[config.mk]
export PLATFORM = sky130hd
export DESIGN_NAME = fsync_rx
export DESIGN_NICKNAME = d
export VERILOG_FILES = /design/src/rtl/fsync_rx.sv
export SDC_FILE = /design/constraint.sdc
export NUM_CORES = 1
export LEC_CHECK = 0
export BUFFER_PORTS_ARGS = -buffer_cell sky130_fd_sc_hd__buf_4
export CORE_MARGIN = 1.5
export CORE_UTILIZATION = 45
export DETAILED_ROUTE_END_ITERATION = 8
export GPL_TIMING_DRIVEN = 0
export PLACE_DENSITY = 0.77
export SLEW_MARGIN = 40
export SYNTH_ARGS = -nofsm -noshare
export SYNTH_HDL_FRONTEND = slang
export SYNTH_SLANG_ARGS = --single-unit
[constraint.sdc]
create_clock -name clk -period 1.9 [get_ports clk]
set_input_delay 0.38 -clock clk [delete_from_list [all_inputs] [get_ports clk]]
set_output_delay 0.38 -clock clk [all_outputs]
set_load 0.05 [all_outputs]
[src/rtl/fsync_rx.sv]
module fsync_rx #(
  parameter int WORD_W     = 32,
  parameter int CNT_W      = 8,
  parameter int IDLE_LIMIT = 128
) (
  input  logic              clk,
  input  logic              rst_n,
  input  logic              sclk_in,
  input  logic              sdata_in,
  input  logic              sfr_in,
  input  logic [1:0]        cfg_gran,
  input  logic              cfg_pol,
  output logic [WORD_W-1:0] word_o,
  output logic              word_valid_o,
  output logic [CNT_W-1:0]  word_cnt_o,
  output logic              align_err_o,
  output logic              burst_active_o
);
  localparam int BIT_W  = $clog2(WORD_W);
  localparam int IDLE_W = $clog2(IDLE_LIMIT + 1);
  localparam logic [BIT_W-1:0]  LAST_BIT = BIT_W'(WORD_W - 1);
  localparam logic [IDLE_W-1:0] IDLE_END = IDLE_W'(IDLE_LIMIT - 1);
  localparam logic [IDLE_W-1:0] IDLE_SAT = IDLE_W'(IDLE_LIMIT);

  logic [2:0]        sclk_q;
  logic [1:0]        sdat_q, sfr_q;
  logic              in_burst, active;
  logic [BIT_W-1:0]  bitcnt;
  logic [WORD_W-1:0] shreg;
  logic [IDLE_W-1:0] idle_cnt;

  wire              rise   = sclk_q[1] & ~sclk_q[2];
  wire              fr     = sfr_q[1] ^ cfg_pol;
  wire [BIT_W-1:0]  nb     = bitcnt + 1'b1;
  wire              done   = active & (bitcnt == LAST_BIT);
  wire [BIT_W-1:0]  mask   = (cfg_gran == 2'b01) ? BIT_W'(7) :
                             (cfg_gran == 2'b10) ? BIT_W'(15) : LAST_BIT;
  wire              misfit = active & ((nb & mask) != '0);
  wire              expire = ~rise & (idle_cnt == IDLE_END);
  wire [WORD_W-1:0] next_w = {shreg[WORD_W-2:0], sdat_q[1]};

  assign burst_active_o = in_burst;

  always_ff @(posedge clk or negedge rst_n) begin
    if (!rst_n) begin
      sclk_q <= '0;
      sdat_q <= '0;
      sfr_q  <= '0;
    end else begin
      sclk_q <= {sclk_q[1:0], sclk_in};
      sdat_q <= {sdat_q[0], sdata_in};
      sfr_q  <= {sfr_q[0], sfr_in};
    end
  end

  always_ff @(posedge clk or negedge rst_n) begin
    if (!rst_n)                 idle_cnt <= IDLE_SAT;
    else if (rise)              idle_cnt <= '0;
    else if (idle_cnt != IDLE_SAT) idle_cnt <= idle_cnt + 1'b1;
  end

  always_ff @(posedge clk or negedge rst_n) begin
    if (!rst_n) begin
      in_burst     <= 1'b0;
      active       <= 1'b0;
      bitcnt       <= '0;
      shreg        <= '0;
      word_o       <= '0;
      word_valid_o <= 1'b0;
      word_cnt_o   <= '0;
      align_err_o  <= 1'b0;
    end else begin
      word_valid_o <= 1'b0;
      align_err_o  <= 1'b0;
      if (expire) begin
        in_burst <= 1'b0;
        active   <= 1'b0;
        bitcnt   <= '0;
      end else if (rise) begin
        if (active) shreg <= next_w;
        if (done) begin
          word_o       <= next_w;
          word_valid_o <= 1'b1;
          word_cnt_o   <= word_cnt_o + 1'b1;
        end
        if (fr) begin
          in_burst    <= 1'b1;
          active      <= 1'b1;
          bitcnt      <= (active && !misfit) ? nb : '0;
          align_err_o <= misfit;
          if (!in_burst) word_cnt_o <= '0;
        end else if (active) begin
          bitcnt <= nb;
          if (done && cfg_gran != 2'b00) active <= 1'b0;
        end
      end
    end
  end
endmodule


* Word-level counts from Yosys, hierarchy flattened
Cells that the tools add are included.
Storage, ports and cells: flip-flop bits (word level) 95, latch bits 0, bits in writable memories 0, bits in read-only memories 0, input port bits 8, memories kept 0
Operators by class: $add $sub $neg 3, multiply operators 0, div/mod/pow operators 0, magnitude comparators 0, eq/ne operators 5, shift-type cells 0, multiplexer cells 26, bitwise operators 9, reduce and logical (&&, ||, !) cells 14
Operator list (number):
- 2-to-1 mux 8 bit | 5
- 2-to-1 mux 5 bit | 7
- adder 8 x 1 -> 8 bit, second input constant | 2
- 2-to-1 mux 1 bit | 14
- equality test 8 x 7 -> 1 bit, second input constant | 1
- inequality test 8 bit, second input constant | 1
- nonzero test 2 bit | 4
- AND reduction 2 bit | 3
- AND reduction 3 bit | 2
- adder 5 x 1 -> 5 bit, second input constant | 1
- bitwise AND 5 bit | 1
- equality test 5 bit, second input constant | 1
- nonzero test 5 bit | 1
- bitwise AND 1 bit | 4
- NOT 1 bit | 3
- nonzero test 3 bit | 1
- equality test 2 x 1 -> 1 bit, second input constant | 1
- equality test 2 bit, second input constant | 1
- logical AND 1 bit | 2
- logical NOT 1 bit | 1
- bitwise XOR 1 bit | 1

* Depth between registers and ports, before layout
Gate-level depths: netlist of the first run.
depth in word-level cells 12, mapped depth 9, depth with buffers taken out 8

* Worst setup path before layout of the first run
Ideal clock, no wire load.
path type flip-flop to flip-flop, from reg bitcnt[0], to reg bitcnt[2], arrival time 1.861 ns, data required time 1.799 ns, setup slack -0.062 ns, cell stages (with the launch flop) 9, buffers on the path 0, path through dfrtp_1 ha_1 and3_1 ha_1 inv_1 o211ai_1 o31ai_2 nand2_1 o32ai_1
Between the ends: cells in the longest elaborated chain, start to end 10, elaborated cells between the ends (all ways) 11
Ends and longest elaborated chain:
- start: declaration | RTL line 28 | logic [BIT_W-1:0] bitcnt;
- start signal: assignment | RTL line 89 | bitcnt <= (active && !misfit) ? nb : '0;
- start signal: assignment | RTL line 93 | bitcnt <= nb;
- adder 5 x 1 -> 5 bit * | RTL line 34 | wire [BIT_W-1:0] nb = bitcnt + 1'b1;
- bitwise AND 5 bit | RTL line 38 | wire misfit = active & ((nb & mask) != '0);
- nonzero test 5 bit | RTL line 38
- bitwise AND 1 bit | RTL line 38
- logical NOT 1 bit | RTL line 89
- logical AND 1 bit | RTL line 89
- 2-to-1 mux 5 bit | RTL line 89
- 2-to-1 mux 5 bit * | RTL line 86 | if (fr) begin
- 2-to-1 mux 5 bit * | RTL line 79 | end else if (rise) begin
- 2-to-1 mux 5 bit * | RTL line 75 | if (expire) begin
Every way passes the cells marked *; elsewhere a longest branch is shown, timed or not. The select of a mux whose other input is x is not followed. A chain may end at the register's enable or synchronous reset.

* Worst setup path in the final report of the first run
from reg bitcnt[1], to reg bitcnt[1]
Same word-level chain as after synthesis.

==> flow_summary_export.csv, run 1 <==
group,metric,value,unit
place,dp.cells,494,
cells_and_area,diodes,0,
route,wl_met2,3.31,mm
worst_setup_path,criticalPathCategory,"reg -> reg",
global_route,grt_pass1_wl,11.9,mm
worst_setup_path,critPathMaxFanout,5,
clocking,cts_tree,"built",
timing,drv_slew,0,
synth,synthFlopType,"dfrtp_1",
timing,final-hold-violation-count,0,
clocking,cts-buffers-inserted,9,
global_route,grt_pass1_vias,2522,
die,dieWidth,94.8,um
cells_and_area,final_cell_mix,"nand2_1 (106), dfrtp_1 (94), buf_4 (61), mux2_2 (32), nor2_1 (17)",
route,vias,2572,
place,io_buffers,50,
clocking,clkLatencyLatePin,0.36,ns
status,violations,"negative setup slack",
timing,fin_skew,0.0121,ns
timing,slew_headroom,0.514,
synth,synthCells,339,
timing,setup_violations,3,
synth,yosysUniqueCellTypes,36,
die,die_h,94.8,um
global_route,grt-ovfl-total,0,
route,remaining_drc_errors,0,
cells_and_area,drive_gt1_frac,0.332,
route,firstDrtPassIters,5,
timing,final.setup.tns,-0.251,ns
timing,rsz0062_at_grt,"true",
synth,syn_avg_cell_area,11.2,sq um
route,wl_met1,3.33,mm
worst_setup_path,crit_required,2.15,ns
worst_setup_path,critPathArrivalTime,2.25,ns
place,hpwl,4.60,mm
clocking,clk_path_buf_depth,2,
die,core-area,0.00818,sq mm
clocking,clk_pin_slew_worst_paths,0.09,ns
cells_and_area,mostFrequentLayoutCell,"nand2_1",
power,power.density,946,mW/mm^2
die,ios,51,
clocking,clock-root-buffer,"clkbuf_8",
route,routedWlPerCell,13.6,um
global_route,antenna_found_initial,0,
timing,fin_crit_sh,1.05,
clocking,cts_max_level,3,
cells_and_area,fin_cells,521,
route,wirelength,7.09,mm
global_route,track_usage,0.174,
place,gp_congestion,0.840,
synth,syn_nets,354,
route,drt_iter0_markers,211,
global_route,grt_start_max_net_pins,96,
synth,async_reset_ff_frac,1.00,
timing,max_slew.worst_pin.slew,0.729,ns
worst_hold_path,worstHoldPathType,"in -> async",
die,rows,33,
status,outcome,"finished with violations",
route,routed_via_density,4.94,
synth,ys_seq_area_frac,0.627,
synth,yosys_warnings,0,
power,total_power,4.40,mW
timing,fmax,0.499,GHz
clocking,clkSinkCount,95,
worst_setup_path,endpoint_kind,"flop",
route,antenna_left,0,
timing,min_period,2.00,ns
synth,synth-seq-cells,95,
power,ir_worst_vdd,0.000367,V
worst_setup_path,startpoint_type,"flop",
cells_and_area,num-nets-final,426,
cells_and_area,post-route-util,0.569,
flow_run,cap_violations,0,
synth,syn_area,0.00379,sq mm
synth,synth_edf_count,0,
power,cellLeakagePower,2.40,nW
die,fp.dieArea,0.00898,sq mm
die,initial_core_util,0.464,
timing,finalWorstSetupSlack,-0.104,ns
route,routed.top_layer,"met4",
cells_and_area,area_growth,22.8,%
route,dr_wl_met3,292,um
## report_power, final
part	switching, mW	internal (mW)	leakage (nW)
Combinational	0.386	0.310	1.06
Clock	0.724	0.531	0.0886
Sequential	0.204	2.25	1.26
## layer usage
metal,track usage,vias to the layer above
met5,0,-
met2,0.267,53
li1,-,1257
met4,0.0734,0
met1,0.233,1248
met3,0.0467,14
## cells by family (layout without fill, tap and decap cells)
family | Yosys count | in the layout | share of synthesized area
and+or+nand+nor | 154 | 154 | 0.174
DFF | 95 | 95 | 0.627
AOI/OAI and AO/OA | 20 | 20 | 0.0333
xor gates and xnor gates | 11 | 11 | 0.0254
muxes | 32 | 32 | 0.0951
adders and majority gates | 7 | 7 | 0.0231
buffers and inverters | 20 | 97 | 0.0215
## registers in the layout (all words and copies together), names as in the netlist
| signal | cells |
|---|---|
| idle_cnt | 8 |
| active | 1 |
| burst_active_o | 1 |
| bitcnt | 5 |
| word_cnt_o | 8 |
| word_valid_o | 1 |
| shreg | 31 |
| align_err_o | 1 |
| sfr_q | 2 |
| sclk_q | 3 |
| sdat_q | 2 |
| word_o | 32 |
## final timing paths
| check | startpoint | cells after the start | endpoint | slack [ns] |
|---|---|---|---|---|
| setup / recovery | bitcnt[1]$_DFFE_PN0P_ | 9 | bitcnt[1]$_DFFE_PN0P_ | -0.10 |
| max in group asynchronous | rst_n | 1 | word_cnt_o[1]$_DFFE_PN0P_ | 1.32 |
| min in group clk | sfr_in | 1 | sfr_q[0]$_DFF_PN0_ | 0.12 |
| hold reg to reg | sclk_q[0]$_DFF_PN0_ | 0 | sclk_q[1]$_DFF_PN0_ | 0.36 |
| hold / removal | rst_n | 1 | idle_cnt[1]$_DFFE_PN0P_ | 0.08 |
| setup reg to reg | bitcnt[1]$_DFFE_PN0P_ | 9 | bitcnt[1]$_DFFE_PN0P_ | -0.10 |
## cell type report
| class | count | area [sq um] |
|---|---|---|
| fillers | 700 | 3520 |
| flip-flops and latches | 95 | 2380 |
| multi-input cells | 224 | 1390 |
| repair buffers | 62 | 472 |
| clock buffers | 10 | 138 |
| well taps | 105 | 131 |
| plain buffers | 11 | 55.1 |
| clock inverters | 6 | 53.8 |
| inverters | 8 | 32.5 |
## cells in the mapped netlist, types with 2 or more instances
library cell  instances  area (sq um)
nand2_1             107           402
dfrtp_1              94          2350
mux2_2               32           360
nor2_1               18          67.6
xor2_1                9          78.8
o21ai_0               8          40.0
ha_1                  7          87.6
inv_1                 7          26.3
nand3_1               6          30.0
a21oi_1               5          25.0
buf_2                 5          25.0
clkbuf_1              4          15.0
nand4_1               4          25.0
and2_1                3          18.8
and3_1                3          18.8
buf_1                 3          11.3
nor3_1                3          15.0
or3_1                 2          12.5
xnor2_1               2          17.5
## metrics by stage
step	area, sq um	worst slack, ns	hold WS (ns)
after CTS	4630	-0.0404	0.111
after global placement	4300	-0.425	0.334
after detailed placement	4300	-0.430	0.337
final	4650	-0.104	0.0791
after global routing	4650	-0.160	0.0915
after floorplan	3790	0.00125	0.0844
## repair_timing
item,in CTS,in global routing
gates resized for setup,18,6
pin swaps,8,4
hold buffers,0,0
buffers inserted,10,2
endpoints found under the setup margin,46,18
## critical path, cell delays in order (launching register included)
cell and delay [ns]:
dfrtp_1 0.40, ha_2 0.20, and3_4 0.19, ha_4 0.26
inv_2 0.03, o211ai_1 0.23, o31ai_2 0.08, buf_4 0.18
and2_4 0.15, a22o_1 0.18
No activity file was read; power rests on OpenSTA's default activity.
==> run 2: changes to the inputs <==
--- a/config.mk
+++ b/config.mk
@@ -10,6 +10,7 @@
 export CORE_UTILIZATION = 45
 export DETAILED_ROUTE_END_ITERATION = 8
 export GPL_TIMING_DRIVEN = 0
+export MAX_ROUTING_LAYER = met4
 export PLACE_DENSITY = 0.77
 export SLEW_MARGIN = 40
 export SYNTH_ARGS = -nofsm -noshare
==> flow_summary_export.csv, run 2 (same netlist as run 1, synthesis figures left out) <==
group,metric,value,unit
place,dpl_worst_slack,-0.430,ns
power,cellLeakagePower,2.40,nW
timing,final.setup.tns,-0.267,ns
place,gp_congestion,0.853,
die,core-area,0.00818,sq mm
place,io_buffers,50,
die,fp.dieArea,0.00898,sq mm
timing,setup_violations,3,
timing,max_slew.worst_pin.slew,0.735,ns
worst_setup_path,critPathMaxFanout,5,
route,routedWlPerCell,13.6,um
cells_and_area,top_register,"word_o",
worst_setup_path,crit_path_top_delay_cell,"dfrtp_1",
cells_and_area,mostFrequentLayoutCell,"nand2_1",
cells_and_area,drive_gt1_frac,0.332,
worst_setup_path,cp_cell_sequence,"ha_2 -> and3_4 -> ha_4 -> inv_2 -> o211ai_1 -> o31ai_2 -> buf_4 -> and2_4 -> a22o_1",
route,vias,2610,
cells_and_area,num-fill-cells,700,
clocking,cts_max_level,3,
cells_and_area,final_cell_mix,"nand2_1 (106), dfrtp_1 (94), buf_4 (61), mux2_2 (32), nor2_1 (17)",
worst_setup_path,slowest_delay,0.40,ns
route,firstDrtPassIters,4,
die,rows,33,
cells_and_area,reg_top3,"word_o: 32 flops, shreg: 31 flops",
timing,fmax,0.498,GHz
timing,slew_headroom,0.510,
worst_setup_path,critPathArrivalTime,2.26,ns
timing,drv_slew,0,
clocking,clk_path_buf_depth,2,
cells_and_area,num-nets-final,426,
timing,fin_crit_sh,1.06,
global_route,grt_pass1_vias,2519,
timing,min_period,2.01,ns
route,routed_via_density,5.01,
status,outcome,"finished with violations",
global_route,grt_start_max_net_pins,96,
worst_setup_path,crit_required,2.15,ns
die,initial_core_util,0.464,
clocking,cts_tree,"built",
route,drt_iter0_markers,219,
timing,rsz0062_at_grt,"true",
power,power.density,948,mW/mm^2
status,violations,"negative setup slack",
power,total_power,4.41,mW
route,wirelength,7.11,mm
worst_setup_path,startpoint_type,"flop",
power,ir_worst_vdd,0.000370,V
timing,fin_skew,0.0122,ns
clocking,clkSinkCount,95,
route,remaining_drc_errors,0,
cells_and_area,area_growth,22.8,%
clocking,clkLatencyLatePin,0.37,ns
clocking,clk_pin_slew_worst_paths,0.09,ns
worst_setup_path,endpoint_kind,"flop",
global_route,track_usage,0.179,
timing,final-hold-violation-count,0,
global_route,grt-ovfl-total,0,
flow_run,cap_violations,0,
worst_hold_path,worstHoldPathType,"in -> async",
die,die_h,94.8,um
place,hpwl,4.60,mm
clocking,clock-root-buffer,"clkbuf_8",
clocking,cts-buffers-inserted,9,
timing,finalWorstSetupSlack,-0.107,ns
cells_and_area,diodes,0,
die,dieWidth,94.8,um
worst_setup_path,criticalPathCategory,"reg -> reg",
global_route,antenna_found_initial,0,
route,antenna_left,0,
cells_and_area,largest_reg_flops,32,
global_route,grt_pass1_wl,11.9,mm
die,ios,51,
run 2: cell counts in the layout (fill, tap and decap cells not counted):
No cell type changed its count.
run 2: worst paths after layout:
check	startpoint	to	slack [ns]	depth (start not counted)
worst max-delay path	bitcnt[1]$_DFFE_PN0P_	bitcnt[1]$_DFFE_PN0P_	-0.11	9
worst min-delay path	rst_n	idle_cnt[1]$_DFFE_PN0P_	0.06	1
worst max register to register	bitcnt[1]$_DFFE_PN0P_	bitcnt[1]$_DFFE_PN0P_	-0.11	9
worst min register to register	sclk_q[0]$_DFF_PN0_	sclk_q[1]$_DFF_PN0_	0.36	0
max in group asynchronous	rst_n	bitcnt[3]$_DFFE_PN0P_	1.31	1
min in group clk	sfr_in	sfr_q[0]$_DFF_PN0_	0.11	1
run 2: per-layer routing:
layer | global-route usage | vias up | routed length [um]
li1 | - | 1260 | -
met1 | 0.234 | 1286 | 3360
met2 | 0.268 | 52 | 3350
met3 | 0.0435 | 12 | 284
met4 | 0.0734 | 0 | 123
met5 | - | - | 0
run 2: worst max-delay path, delay by kind of cell, from the launching register on:
family,cells,cell delay [ns]
compound gates,3,0.49
fa+ha+maj,2,0.46
buf+inv,2,0.21
flops,1,0.40
simple gates,2,0.34
run 2: where the power goes:
part           switching, mW  internal (mW)
sequential             0.204           2.25
clock                  0.732          0.531
combinational          0.387          0.310
run 2: metrics by stage:
step	hold slack, ns	std cells	area (sq um)	utilization
final	0.0620	521	4650	0.569
after global routing	0.0915	521	4650	0.569
after CTS	0.111	519	4630	0.566
after detailed placement	0.337	494	4300	0.526
after global placement	0.334	494	4300	0.526
after floorplan	0.0844	339	3790	-
run 2: layout make-up:
cell class	count	area [sq um]	area share
inverter	8	32.5	0.00699
sequential	95	2380	0.511
tap	105	131	0.0282
buffer	11	55.1	0.0118
clock buffer	10	138	0.0296
multi-input combinational	224	1390	0.299
timing repair buffer	62	472	0.101
clock inverter	6	53.8	0.0116
run 2: repair_timing:
item,CTS,global route
hold endpoints to repair,0,0
setup buffers,10,2
setup endpoints to repair,46,18
hold buffers,0,0
pin swaps,8,4
gates resized for setup,18,6
